[src/rtl/idseq_pkg.sv]
package idseq_pkg;

    typedef enum logic [1:0] {
        PH_IDENT = 2'd0,
        PH_PAD   = 2'd1,
        PH_BUMP  = 2'd2
    } phase_t;

    localparam int PAD_COUNT = 2;

endpackage

[src/rtl/idseq_fsm.sv]
module idseq_fsm #(
    parameter int N_DIGITS = 8,
    parameter int IDX_W    = 3
) (
    input  logic                  clk,
    input  logic                  rst,
    input  logic                  step_en,
    output idseq_pkg::phase_t     phase,
    output logic [IDX_W-1:0]      idx
);
    import idseq_pkg::*;

    localparam logic [IDX_W-1:0] LAST_ID  = IDX_W'(N_DIGITS - 1);
    localparam logic [IDX_W-1:0] LAST_PAD = IDX_W'(PAD_COUNT - 1);

    phase_t           phase_q, phase_d;
    logic [IDX_W-1:0] idx_q, idx_d;

    always_ff @(posedge clk) begin
        if (rst) begin
            phase_q <= PH_IDENT;
            idx_q   <= '0;
        end else if (step_en) begin
            phase_q <= phase_d;
            idx_q   <= idx_d;
        end
    end

    always_comb begin
        phase_d = phase_q;
        idx_d   = idx_q + 1'b1;
        unique case (phase_q)
            PH_IDENT: begin
                if (idx_q == LAST_ID) begin
                    phase_d = PH_PAD;
                    idx_d   = '0;
                end
            end
            PH_PAD: begin
                if (idx_q == LAST_PAD) begin
                    phase_d = PH_BUMP;
                    idx_d   = '0;
                end
            end
            PH_BUMP: begin
                if (idx_q == LAST_ID) begin
                    phase_d = PH_IDENT;
                    idx_d   = '0;
                end
            end
            default: begin
                phase_d = PH_IDENT;
                idx_d   = '0;
            end
        endcase
    end

    assign phase = phase_q;
    assign idx   = idx_q;

endmodule

[src/rtl/idseq_digit_lut.sv]
module idseq_digit_lut #(
    parameter int                    N_DIGITS = 8,
    parameter int                    IDX_W    = 3,
    parameter logic [4*N_DIGITS-1:0] ID       = 32'h90451786
) (
    input  idseq_pkg::phase_t  phase,
    input  logic [IDX_W-1:0]   idx,
    output logic [3:0]         digit
);
    import idseq_pkg::*;

    logic [3:0] id_tab   [N_DIGITS];
    logic [3:0] bump_tab [N_DIGITS];

    for (genvar k = 0; k < N_DIGITS; k++) begin : g_tab
        localparam logic [3:0] SRC = ID[4*(N_DIGITS-1-k) +: 4];
        if (SRC > 4'd9) begin : g_bad_digit
            $error("identifier digit %0d is not a decimal digit", k);
        end
        assign id_tab[k]   = SRC;
        assign bump_tab[k] = (SRC == 4'd9) ? 4'd0 : SRC + 4'd1;
    end

    always_comb begin
        digit = 4'd0;
        unique case (phase)
            PH_IDENT: digit = (32'(idx) < N_DIGITS) ? id_tab[idx]   : 4'd0;
            PH_PAD:   digit = 4'd0;
            PH_BUMP:  digit = (32'(idx) < N_DIGITS) ? bump_tab[idx] : 4'd0;
            default:  digit = 4'd0;
        endcase
    end

endmodule

[src/rtl/hex7_enc.sv]
module hex7_enc (
    input  logic [3:0] val,
    output logic [6:0] seg_n
);
    logic [6:0] lit;

    always_comb begin
        unique case (val)
            4'h0: lit = 7'h3F;
            4'h1: lit = 7'h06;
            4'h2: lit = 7'h5B;
            4'h3: lit = 7'h4F;
            4'h4: lit = 7'h66;
            4'h5: lit = 7'h6D;
            4'h6: lit = 7'h7D;
            4'h7: lit = 7'h07;
            4'h8: lit = 7'h7F;
            4'h9: lit = 7'h6F;
            4'hA: lit = 7'h77;
            4'hB: lit = 7'h7C;
            4'hC: lit = 7'h39;
            4'hD: lit = 7'h5E;
            4'hE: lit = 7'h79;
            4'hF: lit = 7'h71;
            default: lit = 7'h00;
        endcase
    end

    assign seg_n = ~lit;

endmodule

[src/rtl/idseq_display.sv]
module idseq_display #(
    parameter int                    ID_DIGITS = 8,
    parameter logic [4*ID_DIGITS-1:0] ID_VALUE = 32'h90451786
) (
    input  logic       clk,
    input  logic       rst,
    input  logic       step_en,
    output logic [3:0] digit,
    output logic [6:0] seg_n
);
    import idseq_pkg::*;

    localparam int IDX_W = ($clog2(ID_DIGITS) < 1) ? 1 : $clog2(ID_DIGITS);

    phase_t           cur_phase;
    logic [IDX_W-1:0] cur_idx;

    idseq_fsm #(
        .N_DIGITS (ID_DIGITS),
        .IDX_W    (IDX_W)
    ) u_fsm (
        .clk     (clk),
        .rst     (rst),
        .step_en (step_en),
        .phase   (cur_phase),
        .idx     (cur_idx)
    );

    idseq_digit_lut #(
        .N_DIGITS (ID_DIGITS),
        .IDX_W    (IDX_W),
        .ID       (ID_VALUE)
    ) u_lut (
        .phase (cur_phase),
        .idx   (cur_idx),
        .digit (digit)
    );

    hex7_enc u_enc (
        .val   (digit),
        .seg_n (seg_n)
    );

endmodule

[config.mk]
export PLATFORM = sky130hd
export DESIGN_NAME = idseq_display
export DESIGN_NICKNAME = d
export VERILOG_FILES = /design/src/rtl/idseq_pkg.sv /design/src/rtl/idseq_fsm.sv /design/src/rtl/idseq_digit_lut.sv /design/src/rtl/hex7_enc.sv /design/src/rtl/idseq_display.sv
export SDC_FILE = /design/constraint.sdc
export NUM_CORES = 1
export LEC_CHECK = 0
export ABC_AREA = 1
export BUFFER_PORTS_ARGS = -buffer_cell sky130_fd_sc_hd__buf_4
export CORE_AREA = 5 5 45 47
export CTS_CLUSTER_SIZE = 24
export DETAILED_ROUTE_END_ITERATION = 8
export DIE_AREA = 0 0 50 52
export PLACE_DENSITY = 0.77
export REMOVE_ABC_BUFFERS = 1
export SLEW_MARGIN = 0
export SYNTH_ARGS = -nofsm -noshare
export SYNTH_HDL_FRONTEND = slang
export SYNTH_SLANG_ARGS = --single-unit
[constraint.sdc]
create_clock -name clk -period 3.74 [get_ports clk]
set_input_delay 0 -clock clk [delete_from_list [all_inputs] [get_ports clk]]
set_output_delay 0 -clock clk [all_outputs]
set_load 0.005 [all_outputs]
Word-level counts from Yosys, hierarchy flattened
Memory sizes are Yosys's and may differ from the RTL's.
Index checks and enable logic that the tools add are counted.
Widths: inputs -> output; s select.
{"block": "word_totals", "reg_bits": 5, "mem_bits_ro": 176, "in_bits": 3, "out_inout_bits": 11, "elab_cells": 31, "memories": 3}
{"memory": "(no name shown)", "depth": 16, "width": 7, "rd": 1, "rd_clocked_by_memory_dff": 0, "wr": 0, "line_no": "hex7_enc.sv:8", "rtl": "unique case (val)"}
{"memory": "(no name shown)", "depth": 8, "width": 4, "rd": 1, "rd_clocked_by_memory_dff": 0, "wr": 0, "line_no": "idseq_digit_lut.sv:27", "rtl": "PH_IDENT: digit = (32'(idx) < N_DIGITS) ? id_tab[idx] : 4'd0;"}
{"memory": "(no name shown)", "depth": 8, "width": 4, "rd": 1, "rd_clocked_by_memory_dff": 0, "wr": 0, "line_no": "idseq_digit_lut.sv:29", "rtl": "PH_BUMP: digit = (32'(idx) < N_DIGITS) ? bump_tab[idx] : 4'd0;"}
{"block": "classes", "add_sub_neg": 1, "magnitude_cmp": 1, "n_eq_ne": 7, "muxes": 12, "n_bitwise": 2, "n_reduce_logical": 3}
{"cell": "$mux 4", "n": 4}
{"cell": "$pmux 4 s2", "n": 1}
{"cell": "$not 7->7", "n": 1}
{"cell": "$mux 2", "n": 3}
{"cell": "$mux 3", "n": 2}
{"cell": "$ne 2x1->1 const B", "n": 3}
{"cell": "$pmux 2 s3", "n": 1}
{"cell": "$pmux 3 s2", "n": 1}
{"cell": "$ge 4x4->1 const B", "n": 1}
{"cell": "$not 3->4", "n": 1}
{"cell": "$reduce_and 4->1", "n": 1}
{"cell": "$add 3x1->3 const B", "n": 1}
{"cell": "$eq 3x1->1 const B", "n": 1}
{"cell": "$eq 3x3->1 const B", "n": 1}
{"cell": "$eq 2x1->1 const B", "n": 1}
{"cell": "$eq 2x2->1 const B", "n": 1}
{"cell": "$logic_not 2->1", "n": 1}
{"cell": "$reduce_or 2->1", "n": 1}

Longest topological paths before layout
An unclocked memory read counts as a cell.
{"block": "depth", "word_depth": 7, "mapped_depth": 13, "ltp_nobuf": 13}

By module
Synthesis repeated with hierarchy kept, for this count alone.
{"block": "unflattened", "cells_unflattened": 125, "area_unflattened_um2": 725.7}
{"module": "idseq_fsm", "n_inst": 1, "cells_each": 41, "area_each_um2": 291.5, "seq_area_each_um2": 100.1}
{"module": "hex7_enc", "n_inst": 1, "cells_each": 48, "area_each_um2": 261.5, "seq_area_each_um2": 0.0}
{"module": "idseq_digit_lut", "n_inst": 1, "cells_each": 36, "area_each_um2": 172.7, "seq_area_each_um2": 0.0}

Worst setup path after synthesis
Ideal clock, no wire load.
{"block": "synth_timing", "path_type": "reg2out", "startpoint": "register u_fsm.idx_q[0], in the netlist u_fsm.idx[0]", "endpoint": "output seg_n[6]", "arrival_time_ns": 1.655, "required_ns": 3.740, "setup_slack_ns": 2.085, "stages_incl_launch_ff": 11, "path_buffers": 0, "path_cell_list": "dfxtp_1 -> inv_1 -> ha_1 -> nand2_1 -> nand3_4 -> nand2_4 -> ha_1 -> inv_1 -> a21oi_4 -> o21ai_1 -> nand2_1"}
{"block": "synth_via", "elab_chain_len": 7, "elab_cells_between_ends": 10, "cone_classes": "mux (5); bitwise (2); memory (3)"}
{"element": "start: declaration", "line_no": "idseq_fsm.sv:17", "rtl": "logic [IDX_W-1:0] idx_q, idx_d;"}
{"element": "start signal: assignment", "line_no": "idseq_fsm.sv:25", "rtl": "idx_q <= idx_d;"}
{"element": "$not 3->4 (implied by the code) *", "line_no": "idseq_digit_lut.sv:27, idseq_digit_lut.sv:29"}
{"element": "$mem_v2 8x4, on equally long branches"}
{"element": "$mux 4, on equally long branches (2 in a row)", "line_no": "idseq_digit_lut.sv:29, idseq_digit_lut.sv:27"}
{"element": "$pmux 4 s2 *", "line_no": "idseq_digit_lut.sv:26", "rtl": "unique case (phase)"}
{"element": "$mem_v2 16x7 *"}
{"element": "$not 7->7 *", "line_no": "hex7_enc.sv:29", "rtl": "assign seg_n = ~lit;"}
{"element": "end: declaration", "line_no": "idseq_display.sv:9", "rtl": "output logic [6:0] seg_n"}
Mark *: on every way between the ends. The rest lies on a longest branch, timed or not. The select of a mux whose other input is x is not followed.

Worst setup path in the final report
{"block": "layout_timing", "startpoint": "register u_fsm.idx_q[0], in the netlist u_fsm.idx[0]", "endpoint": "output seg_n[5]"}
Same word-level chain as after synthesis.

==> results.sh <==
export IMPL_cp_start_kind="flop"
export IMPL_cap_violations=0
export IMPL_synthXorXnorAreaFrac=0
export IMPL_io_buffers=13
export IMPL_cts_buffers=3
export IMPL_layout_nets=143
export IMPL_crit_chain="inv_1 -> ha_1 -> nand2_1 -> nand3_4 -> nand2_4 -> ha_1 -> inv_1 -> a21oi_4 -> nand2_1 -> o21ai_2 -> buf_4"
export IMPL_ys_seq_elements=5
export IMPL_wl_per_cell_um=9.95
export IMPL_finalSetupViolCount=0
export IMPL_vdd_drop_max_mv=0.218
export IMPL_cpPeakStageDelay_ps=390
export IMPL_syn_inst=116
export IMPL_die_y_um=52
export IMPL_max_freq_mhz=462
export IMPL_htree_levels=1
export IMPL_pre_cts_ws_ps=1830
export IMPL_fin_cells=148
export IMPL_insertion_delay_ps=240
export IMPL_power_density_nw_per_um2=262
export IMPL_yosys_area_share_simple=0.479
export IMPL_grt_max_degree=12
export IMPL_rsz0062_at_grt="no"
export IMPL_critPathBufInv=3
export IMPL_fin_crit_sh=0.578
export IMPL_clkTransAtPathRegs_ps=40
export IMPL_grt_pass1_vias=689
export IMPL_dp_cells=143
export IMPL_worst_slack_ps=1580
export IMPL_synth_compound_area_share=0.136
export IMPL_fin_crit_ps=2160
export IMPL_slew_violations=0
export IMPL_cp_required_ps=3740
export IMPL_clock_sinks=5
export IMPL_status="finished clean"
export IMPL_ctsRootBufferMaster="clkbuf_4"
export IMPL_overflow=0
export IMPL_drive_gt1_frac=0.282
export IMPL_via_count=743
export IMPL_totalWireLength_um=1470
export IMPL_ios=14
export IMPL_antenna_found_initial=0
export IMPL_dieArea_um2=2600
export IMPL_track_usage=0.126
export IMPL_synthAdderAreaFrac=0.133
export IMPL_cpLargestDelayFamily="adder cells"
export IMPL_place_congestion=0.845
export IMPL_slew_headroom=0.737
export IMPL_drt_pass1_iter_count=4
export IMPL_cts_tree="yes"
export IMPL_netlist_area_um2=752
export IMPL_place_area_um2=841
export IMPL_whs_ps=30.2
export IMPL_worst_path_max_delay_cell="dfxtp_1"
export IMPL_crit_start="u_fsm.idx[0]"
export IMPL_fin_worst_skew_ps=0.348
export IMPL_num_rows=15
export IMPL_ys_warn_count=0
export IMPL_synth_distinct_cells=25
export IMPL_core_um2=1610
export IMPL_worst_setup_path_type="reg -> out"
export IMPL_post_cts_buffers=0
export IMPL_dpl_hpwl_um=1280
export IMPL_cts_buffer_depth=2
export IMPL_worst_slew_pin_slew_ps=395
export IMPL_design_area_um2=877
export IMPL_via_per_inst=5.02
export IMPL_die_w_um=50
export IMPL_r2r_start="u_fsm.idx[0]"
export IMPL_hp_class="in -> reg"
export IMPL_end_kind="output pin"
export IMPL_initial_core_util=0.466
export IMPL_grt_pass1_wl_um=2680
export IMPL_hold_path_startpoint="step_en"
export IMPL_fillers=156
export IMPL_p_leak_nw=0.465
export IMPL_muxShareOfSynthArea=0
export IMPL_syn_to_final_growth_pct=16.6
export IMPL_drt_iter0_markers=12
export IMPL_drc=0
export IMPL_antenna_left=0
export IMPL_setup_tns_ps=0
export IMPL_worst_path_max_fanout=5
export IMPL_arrival_ps=2160
export IMPL_synth_top_family_by_area="simple AND/OR/NAND/NOR gates"
export IMPL_avgSynthCellArea_um2=6.48
export IMPL_hold_viol=0
export IMPL_diodes=0
export IMPL_yosysSeqAreaShare=0.133
## layout by cell type, fill, tap and decap left out, drive strengths merged
| cell | netlist | layout |
|---|---|---|
| o22ai | 1 | 1 |
| o21ai | 7 | 7 |
| inv | 15 | 15 |
| nor3 | 1 | 1 |
| nand2 | 48 | 48 |
| dlygate4sd3 | 0 | 1 |
| nor2 | 8 | 8 |
| a21oi | 7 | 7 |
| buf | 3 | 13 |
| nand3 | 11 | 11 |
| ha | 8 | 8 |
| dfxtp | 5 | 5 |
| clkbuf | 0 | 4 |
| or2 | 2 | 2 |
## stage by stage
stage / utilization / total power, W
finish: 0.543 / 0.000230
global route: 0.543 / 0.000252
CTS: 0.543 / 0.000233
detailed placement: 0.521 / 0.000170
global placement: 0.521 / 0.000168
floorplan: - / 0.000129
## synthesized netlist by cell type
library cell   n  area, µm²
o21ai_4        1       16.3
buf_6          2       22.5
nor3_1         1       5.00
o22ai_1        1       6.26
o21ai_0        3       15.0
nand3_2        2       20.0
dfxtp_1        5        100
a21oi_4        1       16.3
inv_2          3       11.3
nand2_2        4       25.0
a21oi_1        6       30.0
nor2_4         2       22.5
nand3_4        1       17.5
nor2_1         6       22.5
nand2_4        4       45.0
nand2_1       40        150
o21ai_2        1       8.76
or2_2          1       6.26
o21ai_1        2       10.0
inv_1         11       41.3
ha_1           8        100
nand3_1        8       40.0
or2_0          1       6.26
buf_4          1       7.51
inv_4          1       6.26
## registers in the layout (all words and copies together), names as in the netlist
| register | cells |
|---|---|
| u_fsm.idx | 3 |
| u_fsm.phase | 2 |
## kinds of logic (layout without fill, tap and decap cells)
family / after synthesis / after routing
adders and majority gates: 8 / 8
and+or+nand+nor: 70 / 70
DFF: 5 / 5
buffers and inverters: 18 / 33
AOI/OAI and AO/OA: 15 / 15
## power breakdown
group          switching, W  total (W)  internal, W
Combinational     0.0000598   0.000111    0.0000508
Clock             0.0000204  0.0000606    0.0000402
Sequential       0.00000300  0.0000586    0.0000556
## layer usage
layer | up-vias | part of all wire | GRT usage | wire, µm
li1 | 395 | - | - | -
met1 | 331 | 0.44 | 0.144 | 655
met2 | 15 | 0.49 | 0.226 | 720
met3 | 2 | 0.058 | 0.0315 | 86
met4 | 0 | 0.0061 | 0.0393 | 9
met5 | - | 0 | 0 | 0
## final timing paths
check              endpoint  slack [ps]  cells after the start
min            u_fsm.idx[1]          30                      3
min reg2reg    u_fsm.idx[1]         550                      2
max                seg_n[5]        1580                     11
max reg2reg  u_fsm.phase[1]        2180                      7
## worst min-delay path, stage by stage
cell	delay (ps)
buf_4	110
nand2_1	60
a21oi_1	50
## layout make-up
type                    count  area (µm²)  share of cell area
multi-input cells          93         563               0.642
repair buffers             14         108               0.123
flip-flops and latches      5         100               0.114
inverters                  15        58.8              0.0670
clock buffers               4        26.3              0.0300
well taps                  17        21.3              0.0243
## repair_timing
action / 4_1_cts / 5_1_grt
gates resized for setup: 0 / 0
hold buffers: 1 / 0
hold endpoints to repair: 2 / 0
Power figures use the tool's default switching activity.
